## config.mk

```make
export PLATFORM = sky130hd
export DESIGN_NAME = wave_timer
export DESIGN_NICKNAME = d
export VERILOG_FILES = /design/src/rtl/wt_pkg.sv /design/src/rtl/wt_tick_gen.sv /design/src/rtl/wt_prescaler.sv /design/src/rtl/wt_core.sv /design/src/rtl/wave_timer.sv
export SDC_FILE = /design/constraint.sdc
export NUM_CORES = 1
export LEC_CHECK = 0
export CAP_MARGIN = 5
export CELL_PAD_IN_SITES_DETAIL_PLACEMENT = 0
export CELL_PAD_IN_SITES_GLOBAL_PLACEMENT = 1
export CORE_ASPECT_RATIO = 1.75
export CORE_MARGIN = 5
export CORE_UTILIZATION = 50
export CTS_CLUSTER_SIZE = 14
export DETAILED_ROUTE_END_ITERATION = 10
export GPL_TIMING_DRIVEN = 0
export PLACE_DENSITY = 0.93
export SYNTH_ARGS = -nofsm -noshare
export SYNTH_HDL_FRONTEND = slang
export SYNTH_HIERARCHICAL = 1
export SYNTH_SLANG_ARGS = --single-unit
```

## constraint.sdc

```tcl
create_clock -name clk_i -period 4.94 [get_ports clk_i]
set_clock_uncertainty 0.1 [all_clocks]
set_input_delay 0.988 -clock clk_i [delete_from_list [all_inputs] [get_ports clk_i]]
set_output_delay 0.988 -clock clk_i [all_outputs]
set_load 0.02 [all_outputs]
```

## src/rtl/wt_pkg.sv

```systemverilog
package wt_pkg;
  typedef enum logic {MODE_TIMER = 1'b0, MODE_WAVE = 1'b1} mode_e;

  localparam logic [1:0] ADDR_CTRL = 2'd0;
  localparam logic [1:0] ADDR_PRE  = 2'd1;
  localparam logic [1:0] ADDR_PRI  = 2'd2;
  localparam logic [1:0] ADDR_SEC  = 2'd3;

  localparam int CB_MODE  = 0;
  localparam int CB_SRC   = 1;
  localparam int CB_STOP  = 2;
  localparam int CB_LONLY = 3;
  localparam int CB_LEVEL = 4;
  localparam int CB_EXTP  = 5;
  localparam int CB_EXTS  = 6;
endpackage

```

## src/rtl/wt_tick_gen.sv

```systemverilog
module wt_tick_gen #(
  parameter int FAST_DIV = 2,
  parameter int SLOW_DIV = 16
) (
  input  logic clk_i,
  input  logic rst_ni,
  input  logic src_i,
  input  logic fast_stb_i,
  input  logic slow_stb_i,
  output logic full_o,
  output logic half_o
);
  localparam int CW = $clog2(SLOW_DIV) + 1;
  localparam logic [CW-1:0] MID_FAST = CW'(FAST_DIV / 2);
  localparam logic [CW-1:0] MID_SLOW = CW'(SLOW_DIV / 2);

  logic [CW-1:0] since_q;
  logic          mid;

  assign full_o = src_i ? slow_stb_i : fast_stb_i;
  // mid-point half tick, half a source period after the last full tick
  assign mid    = !full_o && (since_q == (src_i ? MID_SLOW : MID_FAST));
  assign half_o = full_o | mid;

  always_ff @(posedge clk_i or negedge rst_ni) begin
    if (!rst_ni)                since_q <= '0;
    else if (full_o)            since_q <= CW'(1);
    else if (since_q != '1)     since_q <= since_q + CW'(1);
  end

  generate
    if (SLOW_DIV > 2) begin : g_slow_chk
      assert_slow_mid_R3: assert property (@(posedge clk_i) disable iff (!rst_ni)
        (full_o && src_i) |=> (full_o || !half_o));
    end
  endgenerate
endmodule

```

## src/rtl/wt_prescaler.sv

```systemverilog
module wt_prescaler #(
  parameter int W = 8
) (
  input  logic         clk_i,
  input  logic         rst_ni,
  input  logic         run_i,
  input  logic         tick_i,
  input  logic         load_i,
  input  logic [W-1:0] load_val_i,
  input  logic [W-1:0] reload_i,
  output logic         pulse_o,
  output logic [W-1:0] cnt_o
);
  logic [W-1:0] cnt_q;

  assign pulse_o = run_i && tick_i && !load_i && (cnt_q == '0);
  assign cnt_o   = cnt_q;

  always_ff @(posedge clk_i or negedge rst_ni) begin
    if (!rst_ni)               cnt_q <= '0;
    else if (load_i)           cnt_q <= load_val_i;
    else if (pulse_o)          cnt_q <= reload_i;
    else if (run_i && tick_i)  cnt_q <= cnt_q - W'(1);
  end

  assert_pre_reload_R2: assert property (@(posedge clk_i) disable iff (!rst_ni)
    pulse_o |=> (cnt_q == $past(reload_i)));
endmodule

```

## src/rtl/wt_core.sv

```systemverilog
module wt_core
  import wt_pkg::*;
#(
  parameter int W = 8
) (
  input  logic         clk_i,
  input  logic         rst_ni,
  input  logic         run_i,
  input  mode_e        mode_i,
  input  logic         half_mode_i,
  input  logic         step_i,
  input  logic         pri_wr_i,
  input  logic [W-1:0] pri_val_i,
  input  logic         latch_only_i,
  input  logic [W-1:0] sec_stg_i,
  input  logic         extp_stg_i,
  input  logic         exts_stg_i,
  input  logic         level_i,
  output logic         wave_o,
  output logic         irq_o,
  output logic [W-1:0] cnt_o
);
  localparam logic PH_PRI = 1'b0;
  localparam logic PH_SEC = 1'b1;

  logic [W-1:0] cnt_q, pri_q, sec_pend_q, sec_act_q;
  logic [1:0]   sub_q;
  logic         phase_q, pend_q, irq_q;
  logic         extp_pend_q, exts_pend_q, extp_act_q, exts_act_q;
  logic         wave_m, uf, extp_next;

  // half-step preload: 1 nominal, 2 when the interval is extended
  function automatic logic [1:0] sub_load(input logic h, input logic e);
    return h ? (e ? 2'd2 : 2'd1) : 2'd0;
  endfunction

  assign wave_m    = (mode_i == MODE_WAVE);
  assign uf        = run_i && step_i && !pri_wr_i && (cnt_q == '0) &&
                     (!half_mode_i || sub_q == 2'd0);
  assign extp_next = pend_q ? extp_pend_q : extp_act_q;
  assign wave_o    = level_i ^ (wave_m && run_i && phase_q == PH_PRI);
  assign irq_o     = irq_q;
  assign cnt_o     = cnt_q;

  always_ff @(posedge clk_i or negedge rst_ni) begin
    if (!rst_ni) begin
      cnt_q <= '1; pri_q <= '1; sec_pend_q <= '1; sec_act_q <= '1;
      sub_q <= 2'd1; phase_q <= PH_PRI; pend_q <= 1'b0; irq_q <= 1'b0;
      extp_pend_q <= 1'b0; exts_pend_q <= 1'b0;
      extp_act_q  <= 1'b0; exts_act_q  <= 1'b0;
    end else begin
      irq_q <= uf;
      if (pri_wr_i) begin
        pri_q       <= pri_val_i;
        sec_pend_q  <= sec_stg_i;
        extp_pend_q <= extp_stg_i;
        exts_pend_q <= exts_stg_i;
        pend_q      <= 1'b1;
        if (!run_i) begin
          cnt_q      <= pri_val_i;
          phase_q    <= PH_PRI;
          sec_act_q  <= sec_stg_i;
          extp_act_q <= extp_stg_i;
          exts_act_q <= exts_stg_i;
          pend_q     <= 1'b0;
          sub_q      <= sub_load(half_mode_i, wave_m && extp_stg_i);
        end else if (!wave_m && !latch_only_i) begin
          cnt_q <= pri_val_i;
          sub_q <= sub_load(half_mode_i, 1'b0);
        end
      end else if (uf) begin
        if (!wave_m) begin
          cnt_q <= pri_q;
          sub_q <= sub_load(half_mode_i, 1'b0);
        end else if (phase_q == PH_PRI) begin
          cnt_q   <= sec_act_q;
          sub_q   <= sub_load(half_mode_i, exts_act_q);
          phase_q <= PH_SEC;
        end else begin
          cnt_q   <= pri_q;
          sub_q   <= sub_load(half_mode_i, extp_next);
          phase_q <= PH_PRI;
          if (pend_q) begin
            sec_act_q  <= sec_pend_q;
            extp_act_q <= extp_pend_q;
            exts_act_q <= exts_pend_q;
            pend_q     <= 1'b0;
          end
        end
      end else if (run_i && step_i) begin
        if (half_mode_i && sub_q != 2'd0) begin
          sub_q <= sub_q - 2'd1;
        end else begin
          cnt_q <= cnt_q - W'(1);
          sub_q <= sub_load(half_mode_i, 1'b0);
        end
      end
    end
  end

  assert_stop_hold_R4: assert property (@(posedge clk_i) disable iff (!rst_ni)
    (!run_i && !pri_wr_i) |=> $stable(cnt_q));

  assert_wave_toggle_R7: assert property (@(posedge clk_i) disable iff (!rst_ni)
    ($past(uf && wave_m) && run_i && wave_m && level_i == $past(level_i))
      |-> (wave_o != $past(wave_o)));

  assert_stopped_load_R5: assert property (@(posedge clk_i) disable iff (!rst_ni)
    (pri_wr_i && !run_i) |=> (cnt_q == $past(pri_val_i)));
endmodule

```

## src/rtl/wave_timer.sv

```systemverilog
module wave_timer
  import wt_pkg::*;
#(
  parameter int W        = 8,
  parameter int FAST_DIV = 2,
  parameter int SLOW_DIV = 16
) (
  input  logic         clk_i,
  input  logic         rst_ni,
  input  logic         wr_en_i,
  input  logic [1:0]   wr_addr_i,
  input  logic [W-1:0] wr_data_i,
  input  logic [1:0]   rd_addr_i,
  output logic [W-1:0] rd_data_o,
  input  logic         fast_stb_i,
  input  logic         slow_stb_i,
  output logic         wave_o,
  output logic         irq_o
);
  mode_e        mode_q;
  logic         src_q, stop_q, lonly_q, level_q, extp_stg_q, exts_stg_q;
  logic [W-1:0] pre_lat_q, sec_stg_q, pre_cnt, cnt;
  logic         ctrl_wr, pre_wr, pri_wr, sec_wr;
  logic         run, half_mode, full_tick, half_tick, pre_pulse, step;
  logic [W-1:0] ctrl_rd;

  assign ctrl_wr   = wr_en_i && wr_addr_i == ADDR_CTRL;
  assign pre_wr    = wr_en_i && wr_addr_i == ADDR_PRE;
  assign pri_wr    = wr_en_i && wr_addr_i == ADDR_PRI;
  assign sec_wr    = wr_en_i && wr_addr_i == ADDR_SEC;
  assign run       = !stop_q;
  assign half_mode = (pre_lat_q == '0);
  assign step      = half_mode ? half_tick : pre_pulse;

  always_ff @(posedge clk_i or negedge rst_ni) begin
    if (!rst_ni) begin
      mode_q <= MODE_TIMER; src_q <= 1'b0; stop_q <= 1'b0; lonly_q <= 1'b0;
      level_q <= 1'b0; extp_stg_q <= 1'b0; exts_stg_q <= 1'b0;
      pre_lat_q <= '0; sec_stg_q <= '1;
    end else begin
      if (ctrl_wr) begin
        mode_q     <= mode_e'(wr_data_i[CB_MODE]);
        src_q      <= wr_data_i[CB_SRC];
        stop_q     <= wr_data_i[CB_STOP];
        lonly_q    <= wr_data_i[CB_LONLY];
        level_q    <= wr_data_i[CB_LEVEL];
        extp_stg_q <= wr_data_i[CB_EXTP];
        exts_stg_q <= wr_data_i[CB_EXTS];
      end
      if (pre_wr) pre_lat_q <= wr_data_i;
      if (sec_wr) sec_stg_q <= wr_data_i;
    end
  end

  wt_tick_gen #(.FAST_DIV(FAST_DIV), .SLOW_DIV(SLOW_DIV)) u_tick (
    .clk_i, .rst_ni, .src_i(src_q), .fast_stb_i, .slow_stb_i,
    .full_o(full_tick), .half_o(half_tick)
  );

  wt_prescaler #(.W(W)) u_pre (
    .clk_i, .rst_ni, .run_i(run), .tick_i(full_tick), .load_i(pre_wr),
    .load_val_i(wr_data_i), .reload_i(pre_lat_q), .pulse_o(pre_pulse), .cnt_o(pre_cnt)
  );

  wt_core #(.W(W)) u_core (
    .clk_i, .rst_ni, .run_i(run), .mode_i(mode_q), .half_mode_i(half_mode),
    .step_i(step), .pri_wr_i(pri_wr), .pri_val_i(wr_data_i), .latch_only_i(lonly_q),
    .sec_stg_i(sec_stg_q), .extp_stg_i(extp_stg_q), .exts_stg_i(exts_stg_q),
    .level_i(level_q), .wave_o, .irq_o, .cnt_o(cnt)
  );

  always_comb begin
    ctrl_rd           = '0;
    ctrl_rd[CB_MODE]  = mode_q;
    ctrl_rd[CB_SRC]   = src_q;
    ctrl_rd[CB_STOP]  = stop_q;
    ctrl_rd[CB_LONLY] = lonly_q;
    ctrl_rd[CB_LEVEL] = level_q;
    ctrl_rd[CB_EXTP]  = extp_stg_q;
    ctrl_rd[CB_EXTS]  = exts_stg_q;
    case (rd_addr_i)
      ADDR_CTRL: rd_data_o = ctrl_rd;
      ADDR_PRE:  rd_data_o = pre_cnt;
      ADDR_PRI:  rd_data_o = cnt;
      default:   rd_data_o = '0;
    endcase
  end

  assert_irq_single_R2: assert property (@(posedge clk_i) disable iff (!rst_ni)
    irq_o |=> !irq_o);

  assert_stop_quiet_R4: assert property (@(posedge clk_i) disable iff (!rst_ni)
    ($past(stop_q) && stop_q) |-> !irq_o);
endmodule

```

==> results.sh <==
export IMPL_antenna_found_initial=0
export IMPL_cts_sinks=77
export IMPL_yosys_area_share_adder=0.0184
export IMPL_min_path_cells=2
export IMPL_syn_num_nets=409
export IMPL_synth_cells=386
export IMPL_rsz0062_at_grt="false"
export IMPL_std_cell_rows=43
export IMPL_cts_hold_buffers=0
export IMPL_tightest_slew_ns=0.641
export IMPL_detail_route_wl_per_cell_um=18.4
export IMPL_yosysUniqueCellTypes=61
export IMPL_crit_family="simple AND/OR/NAND/NOR gates"
export IMPL_synth_top_family_by_area="simple AND/OR/NAND/NOR gates"
export IMPL_multiInputGateArea_mm2=0.00199
export IMPL_cts_tree="built"
export IMPL_ir_drop_v=0.000366
export IMPL_hold_viol_final=0
export IMPL_cts_buffers=9
export IMPL_ys_seq_area_frac=0.484
export IMPL_hp_class="register to register"
export IMPL_outcome="complete, no violations"
export IMPL_die_x_um=78.3
export IMPL_final_util=0.602
export IMPL_setup_viol=0
export IMPL_maxCapViolCount=0
export IMPL_globalplace_congestion=0.891
export IMPL_path_cells="clkdlybuf4s50_1 -> nand3b_1 -> inv_1 -> clkbuf_1 -> buf_1 -> nor3_1 -> mux2_1 -> nand2_1 -> nor4_4 -> nand2_2 -> o21ai_4 -> mux2_2"
export IMPL_path_max_fanout=10
export IMPL_hp_start="u_core/pri_q[1]"
export IMPL_path_depth=12
export IMPL_min_period_over_period=0.904
export IMPL_arrival_ns=4.58
export IMPL_post_cts_resized=0
export IMPL_cts_setup_buffers=0
export IMPL_synth_compound_area_frac=0.128
export IMPL_crit_required_ns=5.05
export IMPL_die_area_mm2=0.0102
export IMPL_synth_seq_cells=77
export IMPL_grt_ovfl_total=0
export IMPL_diodes=0
export IMPL_clk_pin_slew_ns=0.05
export IMPL_core_area_mm2=0.00796
export IMPL_setup_tns_ns=0
export IMPL_via_per_inst=6.01
export IMPL_r2r_end="u_core/exts_act_q"
export IMPL_clockBufferDepth=2
export IMPL_drt_first_pass_iters=5
export IMPL_yosys_most_used_dff="dfstp_2"
export IMPL_ioPinCount=27
export IMPL_via_count=3112
export IMPL_fmax_mhz=224
export IMPL_critPathLaunchType="input pin"
export IMPL_synth_area_mm2=0.00409
export IMPL_place_ws_ns=0.128
export IMPL_fp_dieH_um=130
export IMPL_holdPathEnd="u_core/pri_q[1]"
export IMPL_layout_common_cells="55 x nand2_1, 41 x mux2_2, 41 x dfstp_2"
export IMPL_timing_critical_path_to_type="register"
export IMPL_grt_pass1_vias=3201
export IMPL_drt_antenna_violating_nets=0
export IMPL_finalWorstSetupSlack_ns=0.475
export IMPL_r2r_slack_ns=1.26
export IMPL_worstReg2RegStart="u_pre/cnt_o[0]"
export IMPL_synth_warning_count=6
export IMPL_clk_root_buffer_cell="clkbuf_16"
export IMPL_htreeDepth=3
export IMPL_area_growth_pct=17.2
export IMPL_critPathKind="input pin to register"
export IMPL_clock_latency_ns=0.33
export IMPL_grt_total_usage=0.202
export IMPL_synthXorXnorAreaFrac=0.0279
export IMPL_synth_mux_area_frac=0.149
export IMPL_fin_nets=446
export IMPL_final_common_cell="nand2_1"
export IMPL_power_leakage_nw=1.93
export IMPL_route_detailed_drc=0
export IMPL_fill_cells=667
export IMPL_synthArstFlopShare=1.00
export IMPL_relSlewSlack=0.573
export IMPL_synthSimpleGateAreaFrac=0.164
export IMPL_drv_slew=0
export IMPL_cp_slowest_cell="clkdlybuf4s50_1"
export IMPL_ff_latch_area_mm2=0.00198
export IMPL_ff2ff_path_depth=11
export IMPL_syn_avg_cell_area_um2=10.6
export IMPL_drive_gt1_frac=0.271
export IMPL_port_buffers=25
export IMPL_start_util=0.513
export IMPL_totalWireLength_um=9550
export IMPL_grt_start_max_net_pins=66
export IMPL_dpl_hpwl_um=7080
export IMPL_layout_min_cycle_time_ns=4.46
export IMPL_drtIter0Drc=233
export IMPL_synth_edf_count=0
export IMPL_slowest_delay_ns=0.55
export IMPL_power_density_mw_per_mm2=507
export IMPL_crit_buf_inv=4
export IMPL_grt_pass1_wl_um=15700
## sequential cells by signal, indices dropped and copies added, names as in the netlist, 2 cells and up
signal and flops:
u_core/pri_q 8, u_core/sec_pend_q 8, u_core/sec_act_q 8, u_pre/cnt_o 8, sec_stg_q 8, u_tick/since_q 5
u_core/sub_q 2, pre_lat_q 8, u_core/cnt_o 8
## Yosys cell counts, drive strengths merged (9+ instances only)
library cell | instances | share of area
nand2 | 56 | 0.052
mux2 | 44 | 0.12
dfstp | 41 | 0.26
dfrtp | 36 | 0.22
o21ai | 26 | 0.035
nor2 | 23 | 0.022
inv | 17 | 0.016
a21oi | 11 | 0.013
mux2i | 11 | 0.028
a31oi | 10 | 0.015
xor2 | 9 | 0.019
## layer usage
layer | track usage | part of all wire | up-vias
li1 | - | - | 1470
met1 | 0.214 | 0.38 | 1534
met2 | 0.381 | 0.55 | 91
met3 | 0.0452 | 0.040 | 17
met4 | 0.0844 | 0.026 | 0
met5 | 0 | 0 | -
## worst max path at each step
stage / start / to / slack [ns]
final: wr_addr_i[1] / u_core/exts_act_q / 0.48
after global routing: wr_addr_i[1] / u_core/exts_act_q / 0.27
after CTS: wr_addr_i[1] / u_core/exts_act_q / 0.47
after detailed placement: wr_addr_i[1] / u_core/exts_act_q / 0.13
after global placement: rst_ni / u_tick/since_q[3] / 0.17
after floorplan: wr_addr_i[1] / u_core/exts_act_q / 1.44
## worst reg2reg max path, stage by stage (launching register included)
cell and delay, ns:
dfrtp_1 0.45, inv_1 0.12, ha_1 0.32, nor3b_2 0.34, nand2_1 0.20, nor3_1 0.21, mux2_1 0.21, nand2_1 0.11
nor4_4 0.51, nand2_2 0.20, o21ai_4 0.42, mux2_2 0.38
## metrics by stage
stage / hold slack (ns) / cells / instance area (µm²) / power (mW)
after floorplan: 0.348 / 386 / 4090 / 1.51
after global placement: 0.361 / 501 / 4450 / 1.71
after detailed placement: 0.362 / 502 / 4470 / 1.74
after CTS: 0.371 / 518 / 4790 / 2.44
after global routing: 0.403 / 518 / 4790 / 2.57
final: 0.370 / 518 / 4790 / 2.43
## cells by family after synthesis
logic type               count (synthesis)
adder cells (fa/ha/maj)                  6
XOR/XNOR                                13
multiplexers                            55
buffers and inverters                   30
flip-flops                              77
AO/OA/AOI/OAI                           78
AND/OR/NAND/NOR                        127
## report_power, final
group / leakage [nW] / internal, mW / switching (mW) / total, mW
logic: 0.903 / 0.327 / 0.328 / 0.655
registers: 0.868 / 0.886 / 0.195 / 1.08
clock network: 0.157 / 0.452 / 0.240 / 0.692
total: 1.93 / 1.67 / 0.762 / 2.43
## area by class of cell
cell class                      count  share of cell area
Buffer                             13              0.0110
Clock buffer                       11              0.0507
Clock inverter                      5              0.0154
Inverter                           17              0.0133
Multi-Input combinational cell    279               0.416
Sequential cell                    77               0.413
Tap cell                           90              0.0235
Timing Repair Buffer               26              0.0575
(Power assumes the default switching activity.)
